===== src/rtl/da_lut_pkg.sv =====
package da_lut_pkg;
   typedef enum logic [1:0] {
      ST_IDLE  = 2'd0,
      ST_FILL  = 2'd1,
      ST_FLUSH = 2'd2,
      ST_DONE  = 2'd3
   } init_state_e;
endpackage


===== src/rtl/da_lut_seq.sv =====
module da_lut_seq
   import da_lut_pkg::*;
#(
   parameter int K       = 4,
   parameter int NTABLES = 3,
   parameter int TW      = 2
) (
   input  logic          clk,
   input  logic          rst_n,
   input  logic          start,
   output logic          step,
   output logic [TW-1:0] tbl,
   output logic [K-1:0]  ent,
   output logic          ready
);
   localparam logic [TW-1:0] LAST_TBL = TW'(NTABLES - 1);
   localparam logic [K-1:0]  LAST_ENT = {K{1'b1}};

   init_state_e state;

   always_ff @(posedge clk) begin
      if (!rst_n) begin
         state <= ST_IDLE;
         tbl   <= '0;
         ent   <= '0;
         ready <= 1'b0;
      end else begin
         case (state)
            ST_IDLE: begin
               if (start) begin
                  state <= ST_FILL;
                  tbl   <= '0;
                  ent   <= '0;
               end
            end
            ST_FILL: begin
               if (ent == LAST_ENT) begin
                  ent <= '0;
                  if (tbl == LAST_TBL) state <= ST_FLUSH;
                  else                 tbl   <= tbl + 1'b1;
               end else begin
                  ent <= ent + 1'b1;
               end
            end
            ST_FLUSH: begin
               ready <= 1'b1;
               state <= ST_DONE;
            end
            default: state <= ST_DONE;
         endcase
      end
   end

   assign step = (state == ST_FILL);
endmodule


===== src/rtl/da_lut_engine.sv =====
module da_lut_engine #(
   parameter int K       = 4,
   parameter int CW      = 10,
   parameter int NTAPS   = 10,
   parameter int NTABLES = 3,
   parameter int TW      = 2,
   parameter int WW      = 12
) (
   input  logic                clk,
   input  logic                step,
   input  logic [TW-1:0]       tbl,
   input  logic [K-1:0]        ent,
   input  logic [NTAPS*CW-1:0] coef_bus,
   output logic [WW-1:0]       word
);
   localparam int ENTRIES = 1 << K;
   localparam int NPAD    = NTABLES * K;
   localparam int SW      = (NPAD > 1) ? $clog2(NPAD) : 1;

   logic signed [WW-1:0] cx [NPAD];
   logic [WW-1:0]        loc [ENTRIES];
   logic [K-1:0]         base;
   logic [SW-1:0]        sel;
   int                   hb;

   // Sign-extended coefficient array, padded with zero taps.
   for (genvar g = 0; g < NPAD; g++) begin : g_coef
      if (g < NTAPS) begin : g_real
         assign cx[g] = WW'($signed(coef_bus[g*CW +: CW]));
      end else begin : g_pad
         assign cx[g] = '0;
      end
   end

   // Highest set bit of the entry index and the entry it builds on.
   always_comb begin
      hb = 0;
      for (int i = 0; i < K; i++)
         if (ent[i]) hb = i;
      base = ent;
      for (int i = 0; i < K; i++)
         if (i == hb) base[i] = 1'b0;
      sel = SW'(int'(tbl) * K + hb);
   end

   assign word = (ent == '0) ? '0 : loc[base] + cx[sel];

   // Local copy of the table being built.
   always_ff @(posedge clk) begin
      if (step) loc[ent] <= word;
   end
endmodule


===== src/rtl/da_lut_init.sv =====
module da_lut_init #(
   parameter int NTAPS = 10,
   parameter int K     = 4,
   parameter int CW    = 10,
   localparam int NTABLES = (NTAPS + K - 1) / K,
   localparam int GUARD   = $clog2(K),
   localparam int WW      = CW + GUARD,
   localparam int TW      = (NTABLES > 1) ? $clog2(NTABLES) : 1,
   localparam int AW      = TW + K
) (
   input  logic                clk,
   input  logic                rst_n,
   input  logic                coefs_loaded,
   input  logic [NTAPS*CW-1:0] coef_bus,
   output logic                lut_we,
   output logic [AW-1:0]       lut_addr,
   output logic [WW-1:0]       lut_wdata,
   output logic                filter_ready
);
   if (K < 1 || K > 8) begin : g_bad_k
      $error("da_lut_init: K must lie in 1..8");
   end
   if (NTAPS < 1) begin : g_bad_taps
      $error("da_lut_init: NTAPS must be at least 1");
   end
   if (CW < 2) begin : g_bad_cw
      $error("da_lut_init: CW must be at least 2");
   end

   logic          step;
   logic [TW-1:0] tbl;
   logic [K-1:0]  ent;
   logic [WW-1:0] word;

   da_lut_seq #(.K(K), .NTABLES(NTABLES), .TW(TW)) u_seq (
      .clk   (clk),
      .rst_n (rst_n),
      .start (coefs_loaded),
      .step  (step),
      .tbl   (tbl),
      .ent   (ent),
      .ready (filter_ready)
   );

   da_lut_engine #(
      .K(K), .CW(CW), .NTAPS(NTAPS), .NTABLES(NTABLES), .TW(TW), .WW(WW)
   ) u_eng (
      .clk      (clk),
      .step     (step),
      .tbl      (tbl),
      .ent      (ent),
      .coef_bus (coef_bus),
      .word     (word)
   );

   always_ff @(posedge clk) begin
      if (!rst_n) begin
         lut_we    <= 1'b0;
         lut_addr  <= '0;
         lut_wdata <= '0;
      end else begin
         lut_we <= step;
         if (step) begin
            lut_addr  <= {tbl, ent};
            lut_wdata <= word;
         end
      end
   end
endmodule


===== config.mk =====
export PLATFORM = sky130hd
export DESIGN_NAME = da_lut_init
export DESIGN_NICKNAME = d
export VERILOG_FILES = /design/src/rtl/da_lut_pkg.sv /design/src/rtl/da_lut_seq.sv /design/src/rtl/da_lut_engine.sv /design/src/rtl/da_lut_init.sv
export SDC_FILE = /design/constraint.sdc
export NUM_CORES = 1
export LEC_CHECK = 0
export CELL_PAD_IN_SITES_DETAIL_PLACEMENT = 1
export CELL_PAD_IN_SITES_GLOBAL_PLACEMENT = 1
export CORE_MARGIN = 2
export CORE_UTILIZATION = 36
export CTS_CLUSTER_DIAMETER = 150
export DETAILED_ROUTE_END_ITERATION = 7
export PLACE_DENSITY = 0.73
export RECOVER_POWER = 50
export SLEW_MARGIN = 20
export SYNTH_ARGS = -nofsm -noshare
export SYNTH_HDL_FRONTEND = slang
export SYNTH_HIERARCHICAL = 1
export SYNTH_SLANG_ARGS = --single-unit

===== constraint.sdc =====
create_clock -name clk -period 4.5 [get_ports clk]
set_clock_uncertainty 0.15 [all_clocks]
set_input_delay 0.675 -clock clk [delete_from_list [all_inputs] [get_ports clk]]
set_output_delay 0.675 -clock clk [all_outputs]
set_load 0.02 [all_outputs]

# Word-level counts from Yosys, hierarchy flattened
# Memories as Yosys holds them, arrays and structs flattened.
# Index checks and enable logic that the tools add are counted.
[totals]
ff_bits = 28
ramBits = 192
output_inout_bits = 20
elab_cells = 56
mem_count = 1
[op_classes]
addsub = 4
order_cmp = 1
n_eq_ne = 11
mux = 24
n_bitwise = 1
reduce_logical = 7
[mem_list]
columns = ["name", "words", "width", "rd", "rd_ports_with_merged_regs", "wr", "line_no", "source"]
rows = [
  ["u_eng.loc", 16, 12, 1, 0, 1, "da_lut_engine.sv:21", "logic [WW-1:0] loc [ENTRIES];"],
]
[op_table]
columns = ["cell", "n"]
rows = [
  ["$bmux 12 s4", 1],
  ["$mux 12", 3],
  ["$logic_not 32->1", 1],
  ["$mux 2", 8],
  ["$add 12x12->12", 1],
  ["$mux 4", 2],
  ["$pmux 2 s2", 2],
  ["$pmux 4 s2", 1],
  ["$mux 1", 7],
  ["$ge 5x5->1 const B", 1],
  ["$not 4->5", 1],
  ["$add 4x1->4 const B", 1],
  ["$add 4x2->4", 1],
  ["$eq 2x2->1 const A", 2],
  ["$eq 2x2->1 const B", 2],
  ["$eq 4x4->1 const B", 1],
  ["$logic_not 4->1", 1],
  ["$ne 2x1->1 const B", 2],
  ["$ne 2x2->1 const B", 2],
  ["$reduce_and 4->1", 1],
  ["$reduce_and 3->1", 1],
  ["$add 2x1->2 const B", 1],
  ["$eq 1x2->1 const A", 1],
  ["$eq 2x1->1 const B", 1],
  ["other kinds (3)", 3],
]

# Logic depth before layout (Yosys ltp)
# Gate-level depths: netlist of the first run.
[logic_depth]
depth_word = 10
mapped_depth = 19
depth_no_buf = 16

# Cells and area by module
# Netlist of the first run, hierarchy kept.
[by_module_without_submodules]
columns = ["mod", "instances", "cells_each", "area_each_um2", "seq_area_each_um2"]
rows = [
  ["da_lut_engine", 1, 418, 5221.3, 2882.8],
  ["da_lut_init", 1, 59, 715.7, 380.4],
  ["da_lut_seq", 1, 47, 424.2, 180.2],
]

# Worst setup path after synthesis of the first run
# OpenSTA, ideal clock, no wires.
[synth_path]
kind = "reg2reg"
from = "register u_seq.ent[1]"
to = "register lut_wdata[8]"
t_arrival_ns = 3.990
setup_slack_ns = 0.295
path_stages_with_launch = 18
path_cell_list = "dfxtp_1 buf_6 or2_2 clkbuf_1 o21ai_0 buf_2 mux4_2 a21o_1 ha_1 fa_1 a21o_1 nand4_1 a21boi_0 o21a_1 o21a_1 nor3_1 mux2i_1 nor2b_1"
[synth_via]
elab_chain_len = 10
[synth_lines]
columns = ["item", "line_no", "source"]
rows = [
  ["start, declared", "da_lut_seq.sv:13", "output logic [K-1:0] ent,"],
  ["start signal, assigned", "da_lut_seq.sv:42", "ent <= ent + 1'b1;"],
  ["$mux 1", "da_lut_engine.sv:39", "if (ent[i]) hb = i;"],
  ["$mux 2 (2 in series)", "da_lut_engine.sv:39", ""],
  ["$add 4x2->4", "da_lut_engine.sv:43", "sel = SW'(int'(tbl) * K + hb);"],
  ["$not 4->5 (implied by the code)", "da_lut_engine.sv:46", "assign word = (ent == '0) ? '0 : loc[base] + cx[sel];"],
  ["$bmux 12 s4", "da_lut_engine.sv:46", ""],
  ["$mux 12 (implied by the code) (2 in series)", "da_lut_engine.sv:46", ""],
  ["$add 12x12->12", "da_lut_engine.sv:46", ""],
  ["$mux 12 *", "da_lut_engine.sv:46", ""],
  ["named net word[8]", "da_lut_init.sv:33", "logic [WW-1:0] word;"],
  ["end signal, assigned", "da_lut_init.sv:65", "lut_wdata <= word;"],
  ["end, declared", "da_lut_init.sv:17", "output logic [WW-1:0] lut_wdata,"],
]
# The timed path passes the listed nets; every way through them passes the cells marked *. The select of a mux whose other input is x is not followed.
# A chain may end at the register's enable or synchronous reset.

# Worst setup path after layout of the first run
[layout_path]
from = "register u_seq.ent[2]"
to = "register lut_wdata[11]"
[layout_via]
elab_chain_len = 9
[layout_lines]
columns = ["item", "line_no"]
rows = [
  ["$mux 2 (2 in series)", "da_lut_engine.sv:39"],
  ["$add 4x2->4", "da_lut_engine.sv:43"],
  ["$not 4->5 (implied by the code)", "da_lut_engine.sv:46"],
  ["$bmux 12 s4", "da_lut_engine.sv:46"],
  ["$mux 12 (implied by the code) (2 in series)", "da_lut_engine.sv:46"],
  ["$add 12x12->12", "da_lut_engine.sv:46"],
  ["$mux 12 *", "da_lut_engine.sv:46"],
  ["named net word[11]", "da_lut_init.sv:33"],
]
# Marks and branches as above.

==> impl_metrics.env, run 1 <==
export IMPL_routed_wl_mm=18.7
export IMPL_period_share_pct=94.8
export IMPL_worstSkewPairLatency_ps=410
export IMPL_clk_path_buf_depth=2
export IMPL_power_density_nw_per_um2=380
export IMPL_nets=770
export IMPL_period_needed_ps=4270
export IMPL_grt_pass1_vias=5141
export IMPL_worstPathArrival_ps=4450
export IMPL_multi_input_area_um2=2650
export IMPL_hold_viol_final=0
export IMPL_max_slew_worst_pin_slew_ps=1070
export IMPL_cp_start_kind="flip-flop"
export IMPL_ys_ff_latch=124
export IMPL_yosysSeqAreaShare_pct=54.1
export IMPL_syn_nets=641
export IMPL_status="completed"
export IMPL_crit_reg2reg_capture="lut_wdata[11]"
export IMPL_slew_headroom_pct=28.5
export IMPL_avgSynthCellArea_um2=12.1
export IMPL_critPathCaptureType="flip-flop"
export IMPL_rows=48
export IMPL_p_leak_nw=3.04
export IMPL_hold_path_class="flip-flop to flip-flop"
export IMPL_max_vdd_ir_drop_uv=284
export IMPL_holdPathStages=2
export IMPL_postSynthCellCount=524
export IMPL_dpl_cell_area_um2=7820
export IMPL_dieHeight_um=137
export IMPL_num_io_pins=123
export IMPL_yosys_area_top_type="edfxtp_1"
export IMPL_io_buffers=122
export IMPL_fin_cells=891
export IMPL_yosysWarnings=6
export IMPL_rr_worst_depth=16
export IMPL_synth_cell_types=59
export IMPL_synth_edf_count=96
export IMPL_syn_cell_area_um2=6360
export IMPL_routabilityCongestion=0.821
export IMPL_hpwlAfterDp_mm=12.8
export IMPL_drtAntennaViolNets=0
export IMPL_antenna_found_initial=0
export IMPL_final_design_area_no_fill_um2=8430
export IMPL_drt_pass1_iterations=4
export IMPL_synth_async_reset_ratio_pct=0
export IMPL_die_area_um2=18700
export IMPL_cp_max_fo=16
export IMPL_whs_endpoint="u_seq/ready"
export IMPL_core_um2=17300
export IMPL_rrSetupSlack_ps=230
export IMPL_drc=0
export IMPL_rr_startpoint="u_seq/ent[2]"
export IMPL_cap_violations=0
export IMPL_rsz0062_at_grt="false"
export IMPL_initial_utilization_pct=36.8
export IMPL_synthToLayoutAreaGrowth_pct=32.5
export IMPL_cts_htree_levels=4
export IMPL_routed_via_density=5.47
export IMPL_slew_violations=0
export IMPL_initialDrtViolationCount=251
export IMPL_worstHoldStart="u_seq/ready"
export IMPL_drive_above_1_share_pct=11.6
export IMPL_die_x_um=137
export IMPL_drt_wirelength_per_cell_um=21.0
export IMPL_max_freq_ghz=0.234
export IMPL_vias=4874
export IMPL_post_cts_setup_buffer_count=0
export IMPL_finalSetupViolCount=0
export IMPL_yosys_top_cells_area="edfxtp_1 (45%), dfxtp_1 (8.8%), mux2i_1 (6.9%)"
export IMPL_synth_top_flop_cell="edfxtp_1"
export IMPL_worstSetupPathType="flip-flop to flip-flop"
export IMPL_cp_data_required_time_ps=4690
export IMPL_clock_sinks=124
export IMPL_dp_cells=859
export IMPL_cts_root_buffer="clkbuf_16"
export IMPL_antennaDiodeCount=0
export IMPL_hold_ws_ps=319
export IMPL_grt_max_degree=43
export IMPL_seqCellArea_um2=3450
export IMPL_clk_pin_slew_worst_paths_ps=50
export IMPL_grt_pass1_wl_mm=28.0
export IMPL_grt_overflow=0
export IMPL_tritoncts="yes"
export IMPL_cts_made_buffers=17
export IMPL_synth_top_area_share_pct=45.3
export IMPL_final_core_util_pct=48.7
export IMPL_track_usage_pct=19.9
export IMPL_fill_cells=1822
export IMPL_finalSetupTns_ps=0
[cell usage in the layout, fill, tap and decap left out, types with 11 or more instances in the layout]
cell type and instances:
a211oi_1 12, a21o_1 16, a21oi_1 30, a221oi_1 12
buf_4 17, clkbuf_16 17, clkdlybuf4s50_1 101, dfxtp_1 26
dlygate4sd3_1 21, edfxtp_1 96, ha_1 13, mux2i_1 44
mux4_2 11, nand2_1 13, nor2_1 56, nor2b_1 20
o21a_1 15, o22ai_1 19
[through the flow]
stage | power (mW) | worst slack [ps]
final | 3.20 | 234
after global routing | 3.30 | 0.431
after CTS | 3.22 | 87.4
after detailed placement | 1.76 | 151
after global placement | 1.75 | 374
after floorplan | 1.57 | 295
[cells in the mapped netlist (3+ instances only)]
library cell,n
nand3b_1,3
nand3_1,4
a21oi_1,30
mux2i_1,44
a221oi_1,12
nand4_1,3
or2_2,3
ha_1,13
nor2_1,57
o21ai_0,10
or3_1,3
and2_2,3
a211oi_1,12
o21a_1,15
nor3_1,4
xor2_1,4
nand2_1,13
inv_1,7
xnor2_1,3
mux4_2,11
buf_2,5
nor2b_1,19
dfxtp_1,28
edfxtp_1,96
o22ai_1,19
clkbuf_8,3
a21o_1,16
o32ai_1,9
o31ai_1,10
buf_6,7
clkbuf_1,20
[sequential cells by signal (all words and copies together) (netlist names)]
name         flops
lut_wdata       12
u_seq/state      2
u_seq/ready      1
lut_addr         6
u_eng/loc       96
lut_we           1
u_seq/ent        4
u_seq/tbl        2
[where the power goes]
group / internal, mW / leakage [nW] / switching (mW) / total, mW
sequential: 1.28 / 1.12 / 0.0132 / 1.29
clock: 0.973 / 0.304 / 0.482 / 1.46
combinational: 0.221 / 1.62 / 0.233 / 0.455
[worst max-delay path: stages (launching register included)]
cell and delay (ps):
dfxtp_2 380, or2_2 410, o21ai_1 200, buf_4 280, buf_4 210, a221oi_1 90, a211oi_1 280, a21o_1 140
ha_1 310, a21o_1 200, a21o_1 180, a221oi_1 330, o21ai_0 260, a211oi_2 240, nand2b_2 270, mux2i_1 110
nor2b_1 150
[repair_timing]
| item | 4_1_cts | 5_1_grt |
|---|---|---|
| hold buffers | 0 | 0 |
| gates resized for setup | 0 | 3 |
| setup endpoints to repair | 0 | 12 |
[kinds of logic after synthesis]
kind of cell / count (synthesis) / share of synthesized area (%)
DFF: 124 / 54.1
and+or+nand+nor: 128 / 10.2
buffers and inverters: 45 / 4.37
muxes: 57 / 11.2
adders and majority gates: 14 / 2.87
AOI/OAI and AO/OA: 149 / 16.3
xor gates and xnor gates: 7 / 0.964
[worst max-delay path by stage]
stage,from,endpoint,slack (ps),depth (start not counted)
2_1_floorplan,u_seq/ent[1],lut_wdata[8],290,17
3_3_place_gp,coef_bus[99],lut_wdata[11],370,13
3_5_place_dp,coef_bus[99],lut_wdata[11],150,13
4_1_cts,u_seq/ent[2],lut_wdata[11],90,13
5_1_grt,u_seq/ent[3],lut_wdata[9],0.4,14
6_report,u_seq/ent[2],lut_wdata[11],230,16
[final cells by class]
| cell class | count | area share, % |
|---|---|---|
| flip-flops and latches | 124 | 40.9 |
| multi-input cells | 355 | 31.4 |
| repair buffers | 147 | 16.6 |
| clock buffers | 18 | 5.09 |
| well taps | 225 | 3.34 |
| clock inverters | 14 | 2.38 |
| inverters | 8 | 0.356 |
[per-layer routing]
layer | part of all wire [%] | track usage, % | up-vias | wire, µm
li1 | - | - | 2274 | -
met1 | 44 | 25.2 | 2435 | 8250
met2 | 48 | 33.7 | 147 | 9000
met3 | 6.3 | 4.78 | 18 | 1170
met4 | 1.4 | 6.24 | 0 | 259
met5 | 0 | 0 | - | 0
Power figures use the tool's default switching activity.
==> run 2: changes to the inputs <==
--- a/config.mk
+++ b/config.mk
@@ -11,7 +11,7 @@
 export CORE_UTILIZATION = 36
 export CTS_CLUSTER_DIAMETER = 150
 export DETAILED_ROUTE_END_ITERATION = 7
-export PLACE_DENSITY = 0.73
+export PLACE_DENSITY_LB_ADDON = 0.1
 export RECOVER_POWER = 50
 export SLEW_MARGIN = 20
 export SYNTH_ARGS = -nofsm -noshare
==> run 2 against run 1 <==
The run now ends with max-capacitance violations, max-slew violations left. Core utilization fell by 0.51 points. Routed wire length fell by 0.23%. Sequential power is essentially flat. Critical path depth fell by 1. Setup slack improved by 49 ps. Register-to-register slack better by 50 ps. Sequential cell count did not move. Largest power group is now registers.
==> impl_metrics.env, run 2 (synthesis gave the netlist of run 1 again) <==
export IMPL_finalSetupTns_ps=0
export IMPL_p_leak_nw=2.99
export IMPL_critPathMaxStageDelay_ps=400
export IMPL_max_slew_worst_pin_slew_ps=1550
export IMPL_synthToLayoutAreaGrowth_pct=31.1
export IMPL_cp_start_kind="flip-flop"
export IMPL_die_x_um=137
export IMPL_rows=48
export IMPL_drtAntennaViolNets=0
export IMPL_worstSkewPairLatency_ps=420
export IMPL_nets=769
export IMPL_cts_root_buffer="clkbuf_16"
export IMPL_final_design_area_no_fill_um2=8340
export IMPL_antenna_found_initial=0
export IMPL_drive_above_1_share_pct=11.1
export IMPL_hold_path_class="flip-flop to flip-flop"
export IMPL_initialDrtViolationCount=193
export IMPL_worstPathCellList="or2_2 -> o21ai_1 -> buf_4 -> buf_4 -> mux4_2 -> a21o_1 -> ha_1 -> a21o_1 -> a21o_1 -> a221oi_1 -> o21ai_0 -> a211oi_2 -> nand2b_1 -> mux2i_1 -> nor2b_1"
export IMPL_grt_pass1_vias=5178
export IMPL_core_um2=17300
export IMPL_place_ws_ps=170
export IMPL_dieHeight_um=137
export IMPL_die_area_um2=18700
export IMPL_vias=4809
export IMPL_slowest_stage="dfxtp_1"
export IMPL_num_io_pins=123
export IMPL_io_buffers=122
export IMPL_grt_pass1_wl_mm=28.5
export IMPL_initial_utilization_pct=36.8
export IMPL_violations="max-capacitance violations, max-slew violations"
export IMPL_dpl_cell_area_um2=7810
export IMPL_fill_cells=1849
export IMPL_cts_made_buffers=17
export IMPL_clock_sinks=124
export IMPL_drt_wirelength_per_cell_um=20.9
export IMPL_crit_family="compound AO/OA/AOI/OAI gates"
export IMPL_antennaDiodeCount=0
export IMPL_period_needed_ps=4220
export IMPL_rr_startpoint="u_seq/ent[1]"
export IMPL_track_usage_pct=20.5
export IMPL_slew_headroom_pct=-3.46
export IMPL_cts_htree_levels=4
export IMPL_slew_violations=25
export IMPL_worstPathArrival_ps=4410
export IMPL_crit_buf_inv=2
export IMPL_routed_wl_mm=18.6
export IMPL_tritoncts="yes"
export IMPL_cp_common_cell="a21o_1"
export IMPL_rsz0062_at_grt="false"
export IMPL_finalSetupViolCount=0
export IMPL_drt_pass1_iterations=5
export IMPL_grt_overflow=0
export IMPL_dp_cells=858
export IMPL_critPathCaptureType="flip-flop"
export IMPL_clk_pin_slew_worst_paths_ps=50
export IMPL_status="finished, violations left"
export IMPL_final_common_cell="clkdlybuf4s50_1"
export IMPL_worstHoldStart="u_seq/ready"
export IMPL_grt_max_degree=41
export IMPL_top_regs="u_eng/loc (96), lut_wdata (12), lut_addr (6)"
export IMPL_hpwlAfterDp_mm=13.1
export IMPL_worstSetupPathType="flip-flop to flip-flop"
export IMPL_cts_hold_buf=0
export IMPL_cp_max_fo=15
export IMPL_max_freq_ghz=0.237
export IMPL_largest_register="u_eng/loc"
export IMPL_fin_cells=890
export IMPL_period_share_pct=93.7
export IMPL_cap_violations=1
export IMPL_routed_via_density=5.40
export IMPL_hold_viol_final=0
export IMPL_critPathLaunch="u_seq/ent[1]"
export IMPL_cp_data_required_time_ps=4690
export IMPL_timing_final_ws_setup_ps=282
export IMPL_drc=0
export IMPL_routabilityCongestion=0.818
export IMPL_final_cell_mix="clkdlybuf4s50_1 (101), edfxtp_1 (96), nor2_1 (55)"
export IMPL_clk_path_buf_depth=2
export IMPL_hold_ws_ps=338
export IMPL_power_density_nw_per_um2=360
export IMPL_largest_reg_flops=96
export IMPL_max_vdd_ir_drop_uv=243
[run 2: cell types whose count changed in the layout (fill, tap and decap cells not counted), moves of 2 or more]
cell / change
clkinv_4: -2
clkinvlp_4: +2
clkbuf_1: +3
clkinv_1: -2
clkbuf_8: +3
bufinv_16: -4
[run 2: worst paths after layout]
path | depth (start not counted) | endpoint | slack, ps
setup / recovery | 15 | lut_wdata[11] | 280
hold / removal | 2 | u_seq/ready | 340
setup reg to reg | 15 | lut_wdata[11] | 280
hold reg to reg | 2 | u_seq/ready | 340
[run 2: per-layer routing]
| metal | GRT usage (%) | vias to the layer above | share of wire (%) |
|---|---|---|---|
| met5 | 0 | - | 0 |
| met2 | 34.5 | 150 | 48 |
| met1 | 25.4 | 2350 | 44 |
| li1 | - | 2289 | - |
| met3 | 5.15 | 20 | 7.0 |
| met4 | 7.85 | 0 | 1.5 |
[run 2: final cells by class]
| type | instances | area, µm² | share of cell area [%] |
|---|---|---|---|
| inverters | 8 | 30.0 | 0.360 |
| well taps | 225 | 282 | 3.38 |
| clock inverters | 8 | 70.1 | 0.840 |
| multi-input cells | 355 | 2640 | 31.7 |
| clock buffers | 24 | 482 | 5.78 |
| flip-flops and latches | 124 | 3450 | 41.3 |
| repair buffers | 146 | 1390 | 16.6 |
[run 2: per-stage QoR]
stage / utilization, % / power, mW
floorplan: - / 1.57
global placement: 45.2 / 1.75
detailed placement: 45.2 / 1.76
CTS: 48.3 / 3.03
global route: 48.2 / 3.12
finish: 48.2 / 3.00
[run 2: report_power, final]
part / internal [mW] / switching [mW]
registers: 1.28 / 0.0134
clock network: 0.796 / 0.465
logic: 0.222 / 0.229
[run 2: worst register-to-register path, stage by stage, from the launching register on]
cell and delay (ps):
dfxtp_1 400, or2_2 340, o21ai_1 120, buf_4 200
buf_4 270, mux4_2 360, a21o_1 190, ha_1 370
a21o_1 220, a21o_1 180, a221oi_1 270, o21ai_0 220
a211oi_2 220, nand2b_1 360, mux2i_1 130, nor2b_1 140
[run 2: what timing repair did]
item,4_1_cts,5_1_grt
buffers inserted,0,0
setup endpoints to repair,0,19
resized for setup,0,4
==> run 3: changes to the inputs <==
--- a/config.mk
+++ b/config.mk
@@ -7,11 +7,12 @@
 export LEC_CHECK = 0
 export CELL_PAD_IN_SITES_DETAIL_PLACEMENT = 1
 export CELL_PAD_IN_SITES_GLOBAL_PLACEMENT = 1
-export CORE_MARGIN = 2
+export CORE_MARGIN = 1
 export CORE_UTILIZATION = 36
 export CTS_CLUSTER_DIAMETER = 150
 export DETAILED_ROUTE_END_ITERATION = 7
-export PLACE_DENSITY_LB_ADDON = 0.1
+export MAX_ROUTING_LAYER = met4
+export PLACE_DENSITY_LB_ADDON = 0.2
 export RECOVER_POWER = 50
 export SLEW_MARGIN = 20
 export SYNTH_ARGS = -nofsm -noshare
==> run 3 against run 2 <==
The flow still finishes with violations (max-capacitance violations, max-slew violations). Setup slack better by 41 ps. Non-clock buffer count decreased by 1. Sequential cell count unchanged. Fmax rose by 0.98%. Sequential share of layout area shrank 0.15 points. Clock-buffer cell count decreased by 7. Routed wire length up 3.2%. Hold slack improved by 6.1 ps. Die area decreased by 2.9%. Critical path type unchanged. Largest power group is now the clock network. Highest routed layer unchanged.
==> impl_metrics.env, run 3 (synthesis gave the netlist of run 1 again) <==
export IMPL_final_common_cell="clkdlybuf4s50_1"
export IMPL_final_cell_mix="clkdlybuf4s50_1 (101), edfxtp_1 (96), nor2_1 (54)"
export IMPL_cp_start_kind="flip-flop"
export IMPL_routed_via_density=5.45
export IMPL_finalSetupTns_ps=0
export IMPL_slew_headroom_pct=-17.5
export IMPL_seq_power_share_pct=41.5
export IMPL_status="finished, violations left"
export IMPL_routed_wl_mm=19.2
export IMPL_track_usage_pct=22.7
export IMPL_clkPwrFrac_pct=43.5
export IMPL_vias=4850
export IMPL_cp_data_required_time_ps=4700
export IMPL_drt_pass1_iterations=4
export IMPL_cap_violations=1
export IMPL_violations="max-capacitance violations, max-slew violations"
export IMPL_grt_pass1_wl_mm=29.8
export IMPL_power_density_nw_per_um2=370
export IMPL_worstSetupPathType="flip-flop to flip-flop"
export IMPL_tritoncts="yes"
export IMPL_grt_pass1_vias=5225
export IMPL_p_int_mw=2.36
export IMPL_dp_cells=857
export IMPL_largest_register="u_eng/loc"
export IMPL_worstSkewPairLatency_ps=410
export IMPL_routabilityCongestion=0.817
export IMPL_nets=768
export IMPL_rr_worst_depth=16
export IMPL_hold_viol_final=0
export IMPL_initial_utilization_pct=36.8
export IMPL_top_regs="u_eng/loc (96), lut_wdata (12), lut_addr (6)"
export IMPL_drive_above_1_share_pct=11.3
export IMPL_cts_made_buffers=17
export IMPL_die_x_um=135
export IMPL_max_slew_worst_pin_slew_ps=1760
export IMPL_critPathCaptureType="flip-flop"
export IMPL_drtAntennaViolNets=0
export IMPL_max_vdd_ir_drop_uv=202
export IMPL_hold_path_class="flip-flop to flip-flop"
export IMPL_cts_root_buffer="clkbuf_16"
export IMPL_rows=48
export IMPL_grt_overflow=0
export IMPL_antenna_found_initial=1
export IMPL_swShare_pct=24.0
export IMPL_period_share_pct=92.8
export IMPL_drt_wirelength_per_cell_um=21.6
export IMPL_fill_cells=1821
export IMPL_clk_pin_slew_worst_paths_ps=60
export IMPL_p_leak_nw=3.01
export IMPL_period_needed_ps=4180
export IMPL_initialDrtViolationCount=178
export IMPL_core_um2=17300
export IMPL_die_area_um2=18200
export IMPL_slew_violations=28
export IMPL_io_buffers=122
export IMPL_fin_cells=890
export IMPL_grt_max_degree=38
export IMPL_worstPathArrival_ps=4370
export IMPL_max_freq_ghz=0.239
export IMPL_synthToLayoutAreaGrowth_pct=31.6
export IMPL_clock_sinks=124
export IMPL_post_cts_setup_buffer_count=0
export IMPL_dieHeight_um=135
export IMPL_clk_path_buf_depth=2
export IMPL_final_core_util_pct=48.4
export IMPL_largest_reg_flops=96
export IMPL_cp_max_fo=22
export IMPL_cts_htree_levels=4
export IMPL_hpwlAfterDp_mm=13.1
export IMPL_finalSetupViolCount=0
export IMPL_pwr_share_comb_pct=15.0
export IMPL_rsz0062_at_grt="false"
export IMPL_drc=0
export IMPL_netSwitchingPower_mw=0.744
export IMPL_holdPathStages=2
export IMPL_num_io_pins=123
run 3: cell types whose count changed in the layout (fill, tap and decap cells not counted), sizes merged:
cell      before  now
clkinvlp       3    2
clkbuf        31   25
clkinv         4   10
diode          0    1
buf           17   15
bufinv         1    3
run 3: stage by stage:
step	total power, mW	hold WS [ps]	setup WS (ps)	area [µm²]
2_1_floorplan	1.57	321	295	6360
3_3_place_gp	1.75	322	239	7820
3_5_place_dp	1.77	323	195	7820
4_1_cts	3.12	353	141	8400
5_1_grt	3.20	399	61.9	8370
6_report	3.10	344	324	8370
run 3: layer usage:
metal / share of wire, % / wire, µm / GRT usage (%) / up-vias
met2: 49 / 9360 / 38.1 / 176
met5: 0 / 0 / - / -
li1: - / - / - / 2276
met1: 43 / 8270 / 26.5 / 2371
met3: 6.4 / 1220 / 5.22 / 27
met4: 2.0 / 377 / 8.30 / 0
run 3: power by group through the flow:
| stage | Clock [mW] | Combinational, mW | Sequential [mW] |
|---|---|---|---|
| floorplan | 0 | 0.259 | 1.31 |
| global placement | 0 | 0.442 | 1.31 |
| finish | 1.35 | 0.464 | 1.29 |
| detailed placement | 0 | 0.456 | 1.31 |
| CTS | 1.37 | 0.463 | 1.29 |
| global route | 1.41 | 0.505 | 1.29 |
run 3: worst paths after layout:
| path | startpoint | to | slack (ps) |
|---|---|---|---|
| worst max-delay path | u_seq/ent[2] | lut_wdata[11] | 320 |
| worst min-delay path | u_seq/ready | u_seq/ready | 340 |
| worst max register to register | u_seq/ent[2] | lut_wdata[11] | 320 |
| worst min register to register | u_seq/ready | u_seq/ready | 340 |
run 3: cell type report:
type	instances	area, µm²	area share (%)
multi-input combinational	355	2640	31.6
inverter	8	30.0	0.359
clock inverter	15	155	1.85
timing repair buffer	145	1390	16.6
antenna	1	2.50	0.0299
sequential	124	3450	41.2
clock buffer	17	425	5.08
tap	225	282	3.36
run 3: critical path: stages, from the launching register on:
cell and delay (ps):
dfxtp_2 460, or2_2 170, buf_4 260, o22ai_1 140, nor2_1 110, a21oi_1 50, o32ai_1 440, o21a_1 200
ha_1 310, a21o_1 200, a21o_1 190, a221oi_1 290, o21ai_0 230, a211oi_2 230, nand2b_1 350, mux2i_1 130
nor2b_1 170
run 3: repair_timing:
action,CTS,global route
gates resized for setup,0,5
setup endpoints to repair,0,13
hold buffers,0,0
hold endpoints to repair,0,0
